<file path="config.mk">
export PLATFORM = sky130hd
export DESIGN_NAME = ptw_top
export DESIGN_NICKNAME = d
export VERILOG_FILES = /design/src/rtl/ptw_pkg.sv /design/src/rtl/ptw_addr_gen.sv /design/src/rtl/ptw_perm_check.sv /design/src/rtl/ptw_ctrl.sv /design/src/rtl/ptw_top.sv
export SDC_FILE = /design/constraint.sdc
export NUM_CORES = 1
export LEC_CHECK = 0
export BUFFER_PORTS_ARGS = -buffer_cell sky130_fd_sc_hd__buf_4
export CORE_ASPECT_RATIO = 1.25
export CORE_MARGIN = 4
export CORE_UTILIZATION = 46
export CTS_BUF_LIST = sky130_fd_sc_hd__clkbuf_8
export CTS_CLUSTER_SIZE = 24
export DETAILED_ROUTE_END_ITERATION = 16
export PLACE_DENSITY = 0.88
export SYNTH_ARGS = -nofsm -noshare
export SYNTH_HDL_FRONTEND = slang
export SYNTH_HIERARCHICAL = 1
export SYNTH_SLANG_ARGS = --single-unit
</file>
<file path="constraint.sdc">
create_clock -name clk -period 1.8 [get_ports clk]
set_input_delay 0.18 -clock clk [delete_from_list [all_inputs] [get_ports clk]]
set_output_delay 0.18 -clock clk [all_outputs]
set_load 0.03 [all_outputs]
</file>
<file path="src/rtl/ptw_pkg.sv">
package ptw_pkg;

  typedef enum logic [1:0] {
    FLT_NONE   = 2'b00,
    FLT_ABSENT = 2'b01,
    FLT_PROT   = 2'b10
  } fault_e;

  typedef enum logic [1:0] {
    WS_IDLE  = 2'd0,
    WS_FETCH = 2'd1,
    WS_WAIT  = 2'd2,
    WS_DONE  = 2'd3
  } walk_state_e;

  // entry bit positions
  localparam int unsigned ENT_PRESENT = 0;
  localparam int unsigned ENT_KERNEL  = 1;
  localparam int unsigned ENT_RD      = 2;
  localparam int unsigned ENT_WR      = 3;
  localparam int unsigned ENT_FRAME   = 4;

endpackage

</file>
<file path="src/rtl/ptw_addr_gen.sv">
module ptw_addr_gen #(
  parameter int unsigned VPN_W     = 8,
  parameter int unsigned MEM_AW    = 12,
  parameter int unsigned PTE_BYTES = 2
) (
  input  logic [MEM_AW-1:0] base,
  input  logic [VPN_W-1:0]  vpn,
  output logic [MEM_AW-1:0] ent_addr
);
  localparam int unsigned SHIFT = $clog2(PTE_BYTES);

  function automatic logic [MEM_AW-1:0] entry_address(
      input logic [MEM_AW-1:0] b, input logic [VPN_W-1:0] v);
    logic [MEM_AW-1:0] scaled;
    scaled = MEM_AW'(v) << SHIFT;
    return b + scaled;
  endfunction

  assign ent_addr = entry_address(base, vpn);

  // entries are aligned when the base is aligned
  always_comb begin
    if (SHIFT > 0 && base[0] == 1'b0)
      a_r1_aligned: assert (ent_addr[0] == 1'b0);
  end
endmodule

</file>
<file path="src/rtl/ptw_perm_check.sv">
module ptw_perm_check
  import ptw_pkg::*;
#(
  parameter int unsigned PPN_W = 6,
  parameter int unsigned PTE_W = PPN_W + 4
) (
  input  logic [PTE_W-1:0] entry,
  input  logic             is_write,
  input  logic             is_user,
  output fault_e           fault,
  output logic [PPN_W-1:0] frame
);
  logic present, kernel_only, can_rd, can_wr;
  logic priv_bad, acc_bad;

  assign present     = entry[ENT_PRESENT];
  assign kernel_only = entry[ENT_KERNEL];
  assign can_rd      = entry[ENT_RD];
  assign can_wr      = entry[ENT_WR];
  assign frame       = entry[ENT_FRAME +: PPN_W];

  assign priv_bad = is_user & kernel_only;
  assign acc_bad  = is_write ? ~can_wr : ~can_rd;

  always_comb begin
    if (!present)                fault = FLT_ABSENT;
    else if (priv_bad | acc_bad) fault = FLT_PROT;
    else                         fault = FLT_NONE;
  end

  // ordering of fault classes
  always_comb begin
    if (!present)
      a_r4_absent_first: assert (fault == FLT_ABSENT);
    if (present && is_user && kernel_only)
      a_r5_user_kernel_page: assert (fault == FLT_PROT);
    if (present && is_write && !can_wr)
      a_r6_write_denied: assert (fault == FLT_PROT);
  end
endmodule

</file>
<file path="src/rtl/ptw_ctrl.sv">
module ptw_ctrl
  import ptw_pkg::*;
#(
  parameter int unsigned VA_W  = 14,
  parameter int unsigned OFS_W = 6,
  parameter int unsigned PPN_W = 6,
  localparam int unsigned VPN_W = VA_W - OFS_W,
  localparam int unsigned PA_W  = PPN_W + OFS_W
) (
  input  logic             clk,
  input  logic             rst_n,
  input  logic             req_valid,
  output logic             req_ready,
  input  logic [VA_W-1:0]  req_vaddr,
  input  logic             req_write,
  input  logic             req_user,
  output logic             mem_req_valid,
  input  logic             mem_req_ready,
  input  logic             mem_rsp_valid,
  output logic [VPN_W-1:0] walk_vpn,
  output logic             walk_write,
  output logic             walk_user,
  input  fault_e           chk_fault,
  input  logic [PPN_W-1:0] chk_frame,
  output logic             rsp_valid,
  output logic [PA_W-1:0]  rsp_paddr,
  output fault_e           rsp_fault
);
  walk_state_e     st;
  logic [VA_W-1:0] va_q;
  logic            wr_q, usr_q;

  function automatic logic [PA_W-1:0] join_pa(
      input logic [PPN_W-1:0] f, input logic [OFS_W-1:0] o);
    return {f, o};
  endfunction

  // named events
  logic req_accept, pte_issue, pte_arrive;
  assign req_accept = req_valid & req_ready;
  assign pte_issue  = mem_req_valid & mem_req_ready;
  assign pte_arrive = (st == WS_WAIT) & mem_rsp_valid;

  assign req_ready     = (st == WS_IDLE);
  assign mem_req_valid = (st == WS_FETCH);
  assign rsp_valid     = (st == WS_DONE);
  assign walk_vpn      = va_q[VA_W-1:OFS_W];
  assign walk_write    = wr_q;
  assign walk_user     = usr_q;

  always_ff @(posedge clk or negedge rst_n) begin
    if (!rst_n) begin
      st        <= WS_IDLE;
      va_q      <= '0;
      wr_q      <= 1'b0;
      usr_q     <= 1'b0;
      rsp_paddr <= '0;
      rsp_fault <= FLT_NONE;
    end else begin
      unique case (st)
        WS_IDLE: if (req_accept) begin
          va_q  <= req_vaddr;
          wr_q  <= req_write;
          usr_q <= req_user;
          st    <= WS_FETCH;
        end
        WS_FETCH: if (pte_issue) st <= WS_WAIT;
        WS_WAIT: if (pte_arrive) begin
          rsp_fault <= chk_fault;
          rsp_paddr <= (chk_fault == FLT_NONE) ?
                       join_pa(chk_frame, va_q[OFS_W-1:0]) : '0;
          st        <= WS_DONE;
        end
        WS_DONE: st <= WS_IDLE;
        default: st <= WS_IDLE;
      endcase
    end
  end

  a_r1_req_held: assert property (@(posedge clk) disable iff (!rst_n)
    mem_req_valid && !mem_req_ready |=> mem_req_valid && $stable(walk_vpn));

  a_r2_busy_blocks: assert property (@(posedge clk) disable iff (!rst_n)
    req_accept |=> !req_ready);

  a_r3_offset_kept: assert property (@(posedge clk) disable iff (!rst_n)
    rsp_valid && rsp_fault == FLT_NONE |-> rsp_paddr[OFS_W-1:0] == va_q[OFS_W-1:0]);

  a_r4_no_pa_on_fault: assert property (@(posedge clk) disable iff (!rst_n)
    rsp_valid && rsp_fault != FLT_NONE |-> rsp_paddr == '0);

  a_r7_after_entry: assert property (@(posedge clk) disable iff (!rst_n)
    $rose(rsp_valid) |-> $past(mem_rsp_valid));

  a_r7_one_cycle: assert property (@(posedge clk) disable iff (!rst_n)
    rsp_valid |=> !rsp_valid);
endmodule

</file>
<file path="src/rtl/ptw_top.sv">
module ptw_top
  import ptw_pkg::*;
#(
  parameter int unsigned VA_W      = 14,
  parameter int unsigned PA_W      = 12,
  parameter int unsigned OFS_W     = 6,
  parameter int unsigned PTE_BYTES = 2,
  localparam int unsigned VPN_W = VA_W - OFS_W,
  localparam int unsigned PPN_W = PA_W - OFS_W,
  localparam int unsigned PTE_W = PPN_W + 4
) (
  input  logic             clk,
  input  logic             rst_n,
  input  logic [PA_W-1:0]  pt_base,
  input  logic             req_valid,
  output logic             req_ready,
  input  logic [VA_W-1:0]  req_vaddr,
  input  logic             req_write,
  input  logic             req_user,
  output logic             mem_req_valid,
  input  logic             mem_req_ready,
  output logic [PA_W-1:0]  mem_req_addr,
  input  logic             mem_rsp_valid,
  input  logic [PTE_W-1:0] mem_rsp_data,
  output logic             rsp_valid,
  output logic [PA_W-1:0]  rsp_paddr,
  output logic [1:0]       rsp_fault
);
  logic [VPN_W-1:0] walk_vpn;
  logic             walk_write, walk_user;
  fault_e           chk_fault, fault_q;
  logic [PPN_W-1:0] chk_frame;

  ptw_ctrl #(.VA_W(VA_W), .OFS_W(OFS_W), .PPN_W(PPN_W)) u_ctrl (
    .clk(clk), .rst_n(rst_n),
    .req_valid(req_valid), .req_ready(req_ready), .req_vaddr(req_vaddr),
    .req_write(req_write), .req_user(req_user),
    .mem_req_valid(mem_req_valid), .mem_req_ready(mem_req_ready),
    .mem_rsp_valid(mem_rsp_valid),
    .walk_vpn(walk_vpn), .walk_write(walk_write), .walk_user(walk_user),
    .chk_fault(chk_fault), .chk_frame(chk_frame),
    .rsp_valid(rsp_valid), .rsp_paddr(rsp_paddr), .rsp_fault(fault_q)
  );

  ptw_addr_gen #(.VPN_W(VPN_W), .MEM_AW(PA_W), .PTE_BYTES(PTE_BYTES)) u_addr (
    .base(pt_base), .vpn(walk_vpn), .ent_addr(mem_req_addr)
  );

  ptw_perm_check #(.PPN_W(PPN_W), .PTE_W(PTE_W)) u_perm (
    .entry(mem_rsp_data), .is_write(walk_write), .is_user(walk_user),
    .fault(chk_fault), .frame(chk_frame)
  );

  assign rsp_fault = fault_q;

  a_r2_no_overlap: assert property (@(posedge clk) disable iff (!rst_n)
    mem_req_valid |-> !req_ready && !rsp_valid);

  a_r4_code_legal: assert property (@(posedge clk) disable iff (!rst_n)
    rsp_valid |-> rsp_fault != 2'b11);
endmodule

</file>
==> impl_metrics.py, run 1 <==
metrics = {
    "synth": {
        "netlist_area_mm2": 0.001867,
        "async_flop_share_pct": 100.0,
        "synth_top_cell_by_area": "dfrtp_1",
        "yosys_warnings": 6,
        "synth.distinct_cells": 38,
        "syn_avg_cell_area_um2": 11.38,
        "ys.flop_type": "dfrtp_1",
        "seq_area_frac_synth_pct": 42.90,
        "ys_ff_latch": 32,
        "synth_top_area_share_pct": 42.90,
        "syn_nets": 221,
        "postSynthCellCount": 164,
        "synth_edf_count": 0,
        "synth_area_leaders": "dfrtp_1 43%, ha_1 8.7%, buf_4 6.0%, mux2_1 6.0%, mux2_2 6.0%",
    },
    "floorplan": {
        "die_width_um": 64.98,
        "dieArea_mm2": 0.005148,
        "io_pins": 72,
        "rows": 25,
        "initial_core_util_pct": 48.52,
        "die_h_um": 79.23,
        "core_area_mm2": 0.003847,
    },
    "clock_network": {
        "clk_pin_slew_worst_paths_ns": 0.07,
        "cts_inserted_buffers": 5,
        "cts_buffer_depth": 2,
        "tritoncts": "done",
        "cts.sinks": 32,
        "cts-htree-levels": 2,
        "insertion_delay_ns": 0.28,
        "clockRootBuffer": "clkbuf_8",
    },
    "final_layout": {
        "insertedDiodeCount": 0,
        "final_util_pct": 72.03,
        "final_nets": 295,
        "syn_to_final_growth_pct": 48.46,
        "finalNonFillerCells": 293,
        "layout-drive-gt1-share_pct": 53.97,
    },
    "worst_setup_path": {
        "crit_path_max_fanout": 3,
        "arrival_ns": 1.99,
        "path_class": "flop to output pin",
        "cp.required_ns": 1.62,
        "endpoint_kind": "output pin",
        "reg2reg_from": "u_ctrl/st[0]$_DFFE_PN0P_",
        "start_kind": "flop",
        "startpoint": "u_ctrl/va_q[6]$_DFFE_PN0P_",
    },
    "timing": {
        "slew_headroom_pct": 67.08,
        "period_minus_slack_ns": 2.168,
        "clock_skew_ns": 0.008860,
        "finalSetupTns_ns": -1.876,
        "setup_ws_ns": -0.3680,
        "maxSlewViolCount": 0,
        "period_share_pct": 120.4,
        "tightestPinTransition_ns": 0.4937,
        "grt_setup_unrepaired": "true",
        "setup_viol": 9,
        "finalHoldViolations": 0,
        "hold_ws_ns": 0.1116,
        "timing.fmax_mhz": 461.3,
    },
    "power": {
        "ir_worst_vdd_mv": 0.9679,
        "p_leak_nw": 1.322,
        "powerDensity_mw_per_mm2": 1883,
    },
    "global_routing": {
        "grt_max_degree": 33,
        "antenna_found_initial": 0,
        "grt_pass1_wl_um": 6982,
        "grt_usage_pct": 17.41,
        "grt.overflow.total": 0,
        "grt_pass1_vias": 1572,
    },
    "placed_design": {
        "dp_hpwl_um": 3187,
        "port_buffers": 69,
        "dpl.cell_count": 278,
        "gp_congestion": 0.7655,
    },
    "outcome": {
        "violations": "negative setup slack",
        "status": "finished with violations",
    },
    "detailed_routing": {
        "drt-initial-drc-count": 48,
        "post-route-drc-count": 0,
        "vias": 1464,
        "drt-pass1-iter-count": 4,
        "wl_per_cell_um": 14.02,
        "final_antenna_net_count": 0,
        "via_per_inst": 4.997,
        "finalWirelength_um": 4107,
    },
    "worst_hold_path": {
        "hp-class": "input port to flop",
        "hold_start": "mem_rsp_data[6]",
    },
    "flow_run": {
        "maxCapViolations": 0,
    },
}
cell usage in the layout, fill, tap and decap left out, types with 2 or more instances in the layout:
cell | synthesis | final
buf_4 | 15 | 75
xnor2_2 | 0 | 3
clkinv_2 | 0 | 2
o21ai_0 | 2 | 2
dfrtp_1 | 32 | 32
ha_1 | 13 | 7
buf_6 | 0 | 9
clkbuf_8 | 0 | 6
ha_4 | 0 | 6
mux2_2 | 10 | 10
nand3b_1 | 4 | 4
a21oi_2 | 1 | 3
nand2_1 | 7 | 7
mux2_1 | 10 | 10
a21oi_4 | 1 | 2
o2111ai_2 | 1 | 2
nor2b_1 | 2 | 2
a21oi_1 | 7 | 4
a22o_1 | 12 | 12
nor2_1 | 5 | 4
inv_1 | 11 | 10
nor3_1 | 2 | 2
nand3_1 | 3 | 2
what timing repair did:
| item | CTS | global route |
|---|---|---|
| setup buffers | 6 | 0 |
| pin swaps | 8 | 7 |
| endpoints found under the setup margin | 9 | 21 |
| gates resized for setup | 16 | 4 |
| endpoints found under the hold margin | 32 | 0 |
| hold buffers | 1 | 0 |
registers in the layout (all words and copies together), names as in the netlist:
register	flops
u_ctrl/rsp_paddr	12
u_ctrl/rsp_fault	2
u_ctrl/va_q	14
u_ctrl/walk_user	1
u_ctrl/walk_write	1
u_ctrl/st	2
logic make-up (layout without fill, tap and decap cells):
kind of cell	count (synthesis)	in the layout	synth area share, %
compound gates	33	33	14.21
flops	32	32	42.90
buf+inv	30	105	9.182
simple gates	28	28	8.512
mux	21	21	12.60
fa+ha+maj	14	14	9.786
xor+xnor	6	6	2.815
layout make-up:
cell class	instances	area, um^2
clock buffers	6	82.58
inverters	12	45.04
well taps	54	67.56
repair buffers	85	674.4
clock inverters	2	10.01
fillers	291	1076
flip-flops and latches	32	800.8
multi-input cells	102	1091
where the power goes:
part | switching (mW) | internal, mW | leakage (nW) | total [mW]
registers | 0.206 | 1.03 | 0.397 | 1.23
clock network | 0.257 | 0.305 | 0.0510 | 0.562
logic | 1.76 | 1.66 | 0.874 | 3.43
cells in the mapped netlist (2+ instances only):
library cell,n
mux2_1,10
nand3b_1,4
buf_4,15
nor3_1,2
dfrtp_1,32
xnor2_1,4
ha_1,13
o21ai_0,2
nor2_1,5
xor2_1,2
inv_1,11
a22o_1,12
buf_2,2
nand3_1,3
nor2b_1,2
mux2_2,10
nand2_1,7
o2111ai_1,2
a21oi_1,7
worst paths after layout:
| kind | to | slack (ns) | cells past startpoint |
|---|---|---|---|
| min in group asynchronous | u_ctrl/rsp_fault[1]$_DFFE_PN0P_ | 0.38 | 2 |
| max in group asynchronous | u_ctrl/va_q[4]$_DFFE_PN0P_ | 1.14 | 2 |
| setup / recovery | mem_req_addr[7] | -0.37 | 8 |
| hold reg to reg | u_ctrl/rsp_paddr[4]$_DFFE_PN0P_ | 0.49 | 1 |
| hold / removal | u_ctrl/rsp_paddr[8]$_DFFE_PN0P_ | 0.11 | 2 |
| setup reg to reg | u_ctrl/st[1]$_DFFE_PN0P_ | 0.15 | 4 |
routing by layer:
metal | vias to the layer above | GRT usage, % | part of all wire (%)
li1 | 712 | - | -
met1 | 703 | 18.74 | 38
met2 | 45 | 31.83 | 54
met3 | 4 | 5.375 | 6.5
met4 | 0 | 5.708 | 1.0
met5 | - | 0 | 0
metrics by stage:
stage	instance area (um^2)	power, mW	setup WS [ns]
after floorplan	1986	3.473	-0.06191
after global routing	2771	5.581	-0.4859
after detailed placement	2509	4.291	-0.1113
after CTS	2753	5.217	-0.3916
after global placement	2509	4.204	-0.06550
final	2771	5.219	-0.3680
worst max-delay path, cell delays in order (launching register included):
cell and delay (ns):
dfrtp_1 0.38, ha_4 0.14, inv_2 0.03, fa_2 0.36
nor2b_4 0.15, o2111ai_2 0.14, nand3b_1 0.21, xor2_4 0.16
buf_6 0.14
No activity file was read; power rests on OpenSTA's default activity.
==> run 2, diff against run 1 <==
--- a/config.mk
+++ b/config.mk
@@ -12,6 +12,7 @@
 export CTS_BUF_LIST = sky130_fd_sc_hd__clkbuf_8
 export CTS_CLUSTER_SIZE = 24
 export DETAILED_ROUTE_END_ITERATION = 16
+export MAX_ROUTING_LAYER = met4
 export PLACE_DENSITY = 0.88
 export SYNTH_ARGS = -nofsm -noshare
 export SYNTH_HDL_FRONTEND = slang
==> run 2 against run 1 <==
The flow still finishes with violations (negative setup slack). First-iteration DRC count decreased by 10%. Clock power about the same. Non-clock buffer count did not move. Critical path type unchanged. Critical endpoint unchanged. Highest routed layer unchanged.
==> impl_metrics.py, run 2 (synthesis gave the netlist of run 1 again) <==
metrics = {
    "final_layout": {
        "largest-register": "u_ctrl/va_q",
        "mostFrequentLayoutCell": "buf_4",
        "final_util_pct": 72.03,
        "largest_reg_flops": 14,
        "layout_common_cells": "75 x buf_4, 32 x dfrtp_1, 12 x a22o_1",
        "fin_area_mm2": 0.002771,
        "finalNonFillerCells": 293,
        "syn_to_final_growth_pct": 48.46,
        "insertedDiodeCount": 0,
        "final_nets": 295,
        "top_regs": "u_ctrl/va_q: 14 flops, u_ctrl/rsp_paddr: 12 flops",
        "layout-drive-gt1-share_pct": 53.97,
    },
    "worst_setup_path": {
        "cp.required_ns": 1.62,
        "ff2ff_setup_slack_ns": 0.15,
        "path_class": "flop to output pin",
        "cpPeakStageDelay_ns": 0.38,
        "endpoint_kind": "output pin",
        "reg2reg_from": "u_ctrl/st[0]$_DFFE_PN0P_",
        "worstReg2RegEnd": "u_ctrl/st[1]$_DFFE_PN0P_",
        "start_kind": "flop",
        "cp_cell_sequence": "ha_4, inv_2, fa_2, nor2b_4, o2111ai_2, nand3b_1, xor2_4, buf_6",
        "reg2reg_depth": 4,
        "crit_path_max_fanout": 3,
        "cpMaxStageDelayCell": "dfrtp_1",
        "arrival_ns": 1.99,
    },
    "floorplan": {
        "die_h_um": 79.23,
        "initial_core_util_pct": 48.52,
        "core_area_mm2": 0.003847,
        "die_width_um": 64.98,
        "io_pins": 72,
        "rows": 25,
        "dieArea_mm2": 0.005148,
    },
    "global_routing": {
        "grt_pass1_vias": 1575,
        "grt_max_degree": 33,
        "grt_pass1_wl_um": 6969,
        "grt.overflow.total": 0,
        "antenna_found_initial": 0,
        "grt_usage_pct": 17.69,
    },
    "timing": {
        "hold_ws_ns": 0.1111,
        "timing.fmax_mhz": 461.1,
        "grt_setup_unrepaired": "true",
        "setup_ws_ns": -0.3686,
        "finalHoldViolations": 0,
        "period_share_pct": 120.5,
        "slew_headroom_pct": 67.16,
        "tightestPinTransition_ns": 0.4927,
        "maxSlewViolCount": 0,
        "finalSetupTns_ns": -1.882,
        "period_minus_slack_ns": 2.169,
        "clock_skew_ns": 0.008537,
        "setup_viol": 9,
    },
    "clock_network": {
        "cts_buffer_depth": 2,
        "tritoncts": "done",
        "clockRootBuffer": "clkbuf_8",
        "cts.sinks": 32,
        "insertion_delay_ns": 0.28,
        "cts_inserted_buffers": 5,
        "clk_pin_slew_worst_paths_ns": 0.07,
        "cts-htree-levels": 2,
    },
    "placed_design": {
        "dp_hpwl_um": 3187,
        "pre_cts_ws_ns": -0.1113,
        "port_buffers": 69,
        "gp_congestion": 0.7757,
        "dpl_cell_area_mm2": 0.002509,
        "dpl.cell_count": 278,
    },
    "detailed_routing": {
        "drt-pass1-iter-count": 4,
        "via_per_inst": 5.000,
        "post-route-drc-count": 0,
        "wl_per_cell_um": 13.99,
        "finalWirelength_um": 4099,
        "drt-initial-drc-count": 43,
        "final_antenna_net_count": 0,
        "vias": 1465,
    },
    "power": {
        "ir_worst_vdd_mv": 0.9696,
        "p_leak_nw": 1.322,
        "total_power_mw": 5.218,
        "powerDensity_mw_per_mm2": 1883,
    },
    "worst_hold_path": {
        "min_to": "u_ctrl/rsp_paddr[8]$_DFFE_PN0P_",
        "hold_start": "mem_rsp_data[6]",
        "hp-class": "input port to flop",
        "holdPathStages": 2,
    },
    "outcome": {
        "status": "finished with violations",
        "violations": "negative setup slack",
    },
    "flow_run": {
        "maxCapViolations": 0,
    },
}
==> run 2: cell counts in the layout (fill, tap and decap cells not counted) <==
Identical to the previous run, type by type.
==> run 2: routing by layer <==
| metal | vias to the layer above | GRT usage, % | routed length (um) |
|---|---|---|---|
| met5 | - | - | 0 |
| met4 | 0 | 6.342 | 47 |
| met3 | 4 | 3.395 | 242 |
| met2 | 45 | 31.83 | 2217 |
| met1 | 704 | 19.19 | 1592 |
| li1 | 712 | - | - |
==> run 2: how the worst max path moves through the flow <==
stage	to	from	slack, ns
3_3_place_gp	mem_req_addr[7]	u_ctrl/va_q[6]$_DFFE_PN0P_	-0.07
6_report	mem_req_addr[7]	u_ctrl/va_q[6]$_DFFE_PN0P_	-0.37
5_1_grt	mem_req_addr[7]	u_ctrl/va_q[6]$_DFFE_PN0P_	-0.48
2_1_floorplan	mem_req_addr[11]	u_ctrl/va_q[6]$_DFFE_PN0P_	-0.06
3_5_place_dp	mem_req_addr[7]	u_ctrl/va_q[6]$_DFFE_PN0P_	-0.11
4_1_cts	mem_req_addr[7]	u_ctrl/va_q[6]$_DFFE_PN0P_	-0.39
==> run 2: worst max-delay path, delay by kind of cell, from the launching register on <==
family                   cells  cell delay, ns
adder cells (fa/ha/maj)      2            0.50
flip-flops                   1            0.38
AND/OR/NAND/NOR              2            0.36
buffers and inverters        2            0.17
XOR/XNOR                     1            0.16
AO/OA/AOI/OAI                1            0.14
==> run 2: area by class of cell <==
class | instances | area, um^2
Clock inverter | 2 | 10.01
Inverter | 12 | 45.04
Fill cell | 291 | 1076
Multi-Input combinational cell | 102 | 1091
Clock buffer | 6 | 82.58
Tap cell | 54 | 67.56
Sequential cell | 32 | 800.8
Timing Repair Buffer | 85 | 674.4
==> run 2: where the power goes <==
part,internal [mW],switching (mW),total [mW]
Clock,0.305,0.256,0.560
Combinational,1.66,1.76,3.42
Sequential,1.03,0.206,1.23
==> run 2: repair_timing <==
action	4_1_cts	5_1_grt
hold buffers	1	0
pin swaps	8	7
hold endpoints to repair	32	0
resized for setup	16	4
setup buffers	6	0
endpoints found under the setup margin	9	21
==> run 3, diff against run 2 <==
--- a/config.mk
+++ b/config.mk
@@ -6,14 +6,16 @@
 export NUM_CORES = 1
 export LEC_CHECK = 0
 export BUFFER_PORTS_ARGS = -buffer_cell sky130_fd_sc_hd__buf_4
+export CELL_PAD_IN_SITES_DETAIL_PLACEMENT = 0
+export CELL_PAD_IN_SITES_GLOBAL_PLACEMENT = 1
 export CORE_ASPECT_RATIO = 1.25
 export CORE_MARGIN = 4
-export CORE_UTILIZATION = 46
+export CORE_UTILIZATION = 34
 export CTS_BUF_LIST = sky130_fd_sc_hd__clkbuf_8
 export CTS_CLUSTER_SIZE = 24
 export DETAILED_ROUTE_END_ITERATION = 16
 export MAX_ROUTING_LAYER = met4
-export PLACE_DENSITY = 0.88
+export PLACE_DENSITY = 0.86
 export SYNTH_ARGS = -nofsm -noshare
 export SYNTH_HDL_FRONTEND = slang
 export SYNTH_HIERARCHICAL = 1
==> run 3 against run 2 <==
The flow still finishes with violations (negative setup slack). Sequential power about the same. Non-clock buffer count increased by 1. Total power increased by 1.6%. Cell count increased by 3.1%. Via count increased by 0.41%. First-iteration DRC count decreased by 35%. Critical path depth unchanged. Flip-flop and latch count unchanged. Routed wire length decreased by 0.34%. Core utilization decreased by 18 points. Global-route usage decreased by 4.7 points. Die area increased by 31%.
==> impl_metrics.py, run 3 (synthesis gave the netlist of run 1 again) <==
metrics = {
    "detailed_routing": {
        "post-route-drc-count": 0,
        "final_antenna_net_count": 0,
        "vias": 1471,
        "finalWirelength_um": 4085,
        "via_per_inst": 4.871,
        "drt-pass1-iter-count": 4,
        "wl_per_cell_um": 13.53,
        "drt-initial-drc-count": 28,
    },
    "worst_setup_path": {
        "reg2reg_from": "u_ctrl/st[0]$_DFFE_PN0P_",
        "path_class": "flop to output pin",
        "path_buf_inv": 2,
        "crit_path_max_fanout": 3,
        "start_kind": "flop",
        "endpoint_kind": "output pin",
        "cpPeakStageDelay_ns": 0.40,
        "worstReg2RegEnd": "u_ctrl/st[1]$_DFFE_PN0P_",
        "cp_cell_sequence": "ha_4, inv_2, fa_2, nor2b_4, o31a_1, o21ai_2, xnor2_2, buf_6",
        "cpMaxStageDelayCell": "dfrtp_1",
        "crit_family": "compound AO/OA/AOI/OAI gates",
        "cp.required_ns": 1.62,
        "ff2ff_setup_slack_ns": 0.15,
        "reg2reg_depth": 4,
        "arrival_ns": 1.97,
    },
    "timing": {
        "slew_headroom_pct": 66.39,
        "setup_ws_ns": -0.3535,
        "maxSlewViolCount": 0,
        "clock_skew_ns": 0.006852,
        "finalSetupTns_ns": -2.068,
        "setup_viol": 9,
        "period_minus_slack_ns": 2.153,
        "hold_ws_ns": 0.1148,
        "period_share_pct": 119.6,
        "timing.fmax_mhz": 464.4,
        "tightestPinTransition_ns": 0.5026,
        "grt_setup_unrepaired": "true",
        "finalHoldViolations": 0,
    },
    "final_layout": {
        "largest_reg_flops": 14,
        "syn_to_final_growth_pct": 50.07,
        "multiInputGateArea_mm2": 0.001076,
        "fill_cells": 481,
        "layout_common_cells": "75 x buf_4, 32 x dfrtp_1, 12 x a22o_1, 11 x inv_1",
        "largest-register": "u_ctrl/va_q",
        "top_regs": "u_ctrl/va_q: 14 flops, u_ctrl/rsp_paddr: 12 flops",
        "layout-drive-gt1-share_pct": 52.92,
        "seqCellArea_um2": 800.8,
        "final_nets": 296,
        "fin_area_mm2": 0.002801,
        "insertedDiodeCount": 0,
        "mostFrequentLayoutCell": "buf_4",
    },
    "worst_hold_path": {
        "min_to": "u_ctrl/va_q[0]$_DFFE_PN0P_",
        "hold_start": "req_vaddr[0]",
        "hp-class": "input port to flop",
        "holdPathStages": 2,
    },
    "floorplan": {
        "io_pins": 72,
        "die_width_um": 74.28,
        "die_h_um": 90.85,
        "core_area_mm2": 0.005189,
        "initial_core_util_pct": 35.98,
        "rows": 29,
        "dieArea_mm2": 0.006748,
    },
    "outcome": {
        "violations": "negative setup slack",
        "status": "finished with violations",
    },
    "placed_design": {
        "port_buffers": 69,
        "gp_congestion": 0.8441,
        "dp_hpwl_um": 3173,
        "dpl_cell_area_mm2": 0.002531,
    },
    "global_routing": {
        "grt_pass1_vias": 1486,
        "grt_usage_pct": 12.96,
        "grt_pass1_wl_um": 6706,
        "grt.overflow.total": 0,
        "grt_max_degree": 33,
        "antenna_found_initial": 0,
    },
    "power": {
        "total_power_mw": 5.302,
        "p_leak_nw": 1.342,
        "powerDensity_mw_per_mm2": 1893,
        "ir_worst_vdd_mv": 0.8613,
    },
    "clock_network": {
        "cts_buffer_depth": 2,
        "cts.sinks": 32,
        "cts-htree-levels": 2,
        "insertion_delay_ns": 0.27,
        "clockRootBuffer": "clkbuf_8",
        "cts_inserted_buffers": 5,
        "tritoncts": "done",
        "clk_pin_slew_worst_paths_ns": 0.07,
    },
    "flow_run": {
        "maxCapViolations": 0,
    },
}
[run 3: changes by cell type in the layout (fill, tap and decap cells not counted)]
cell,change
clkinv_2,-1
nor2_2,-1
ha_1,+1
bufinv_16,+1
clkbuf_8,-1
inv_1,+1
nor2_1,+1
ha_4,-1
buf_12,+1
[run 3: final cells by class]
class                      instances  area share, %
multi-input combinational        102          38.41
sequential                        32          28.58
timing repair buffer              86          24.79
tap                               62          2.769
clock buffer                       5          2.456
inverter                          12          1.608
clock inverter                     3          1.385
[run 3: worst register-to-register path: stages (launching register included)]
cell and delay (ns):
dfrtp_1 0.37, inv_1 0.10, ha_1 0.24, a222oi_1 0.46, mux2_1 0.37
[run 3: report_power, final]
group	internal, mW	switching, mW	total, mW	leakage (nW)
combinational	1.67	1.77	3.44	0.886
clock	0.404	0.244	0.649	0.0593
sequential	1.03	0.190	1.22	0.397
total	3.10	2.20	5.30	1.34
[run 3: layer usage]
metal	vias up	part of all wire [%]	GRT usage, %
met1	709	40	15.13
met5	-	0	-
met2	44	53	21.75
met4	0	0.66	4.006
met3	4	6.9	3.007
li1	714	-	-
[run 3: stage by stage]
stage | instances | utilization (%) | setup WS [ns]
floorplan | 164 | - | -0.06191
global placement | 286 | 48.78 | -0.09736
detailed placement | 286 | 48.78 | -0.1243
CTS | 299 | 52.79 | -0.4106
global route | 302 | 53.99 | -0.4684
finish | 302 | 53.99 | -0.3535
[run 3: what timing repair did]
| item | in CTS | in global routing |
|---|---|---|
| hold buffers | 1 | 0 |
| pin swaps | 10 | 7 |
| setup buffers | 4 | 3 |
| resized for setup | 12 | 7 |
| setup endpoints to repair | 9 | 21 |
| endpoints found under the hold margin | 32 | 0 |
[run 3: how the worst max path moves through the flow]
stage	cells past startpoint	end	slack, ns	start
after floorplan	8	mem_req_addr[11]	-0.06	u_ctrl/va_q[6]$_DFFE_PN0P_
after global placement	6	mem_req_addr[8]	-0.1	u_ctrl/va_q[7]$_DFFE_PN0P_
after detailed placement	8	mem_req_addr[7]	-0.12	u_ctrl/va_q[6]$_DFFE_PN0P_
after CTS	8	mem_req_addr[7]	-0.41	u_ctrl/va_q[6]$_DFFE_PN0P_
after global routing	8	mem_req_addr[7]	-0.47	u_ctrl/va_q[6]$_DFFE_PN0P_
final	8	mem_req_addr[9]	-0.35	u_ctrl/va_q[6]$_DFFE_PN0P_
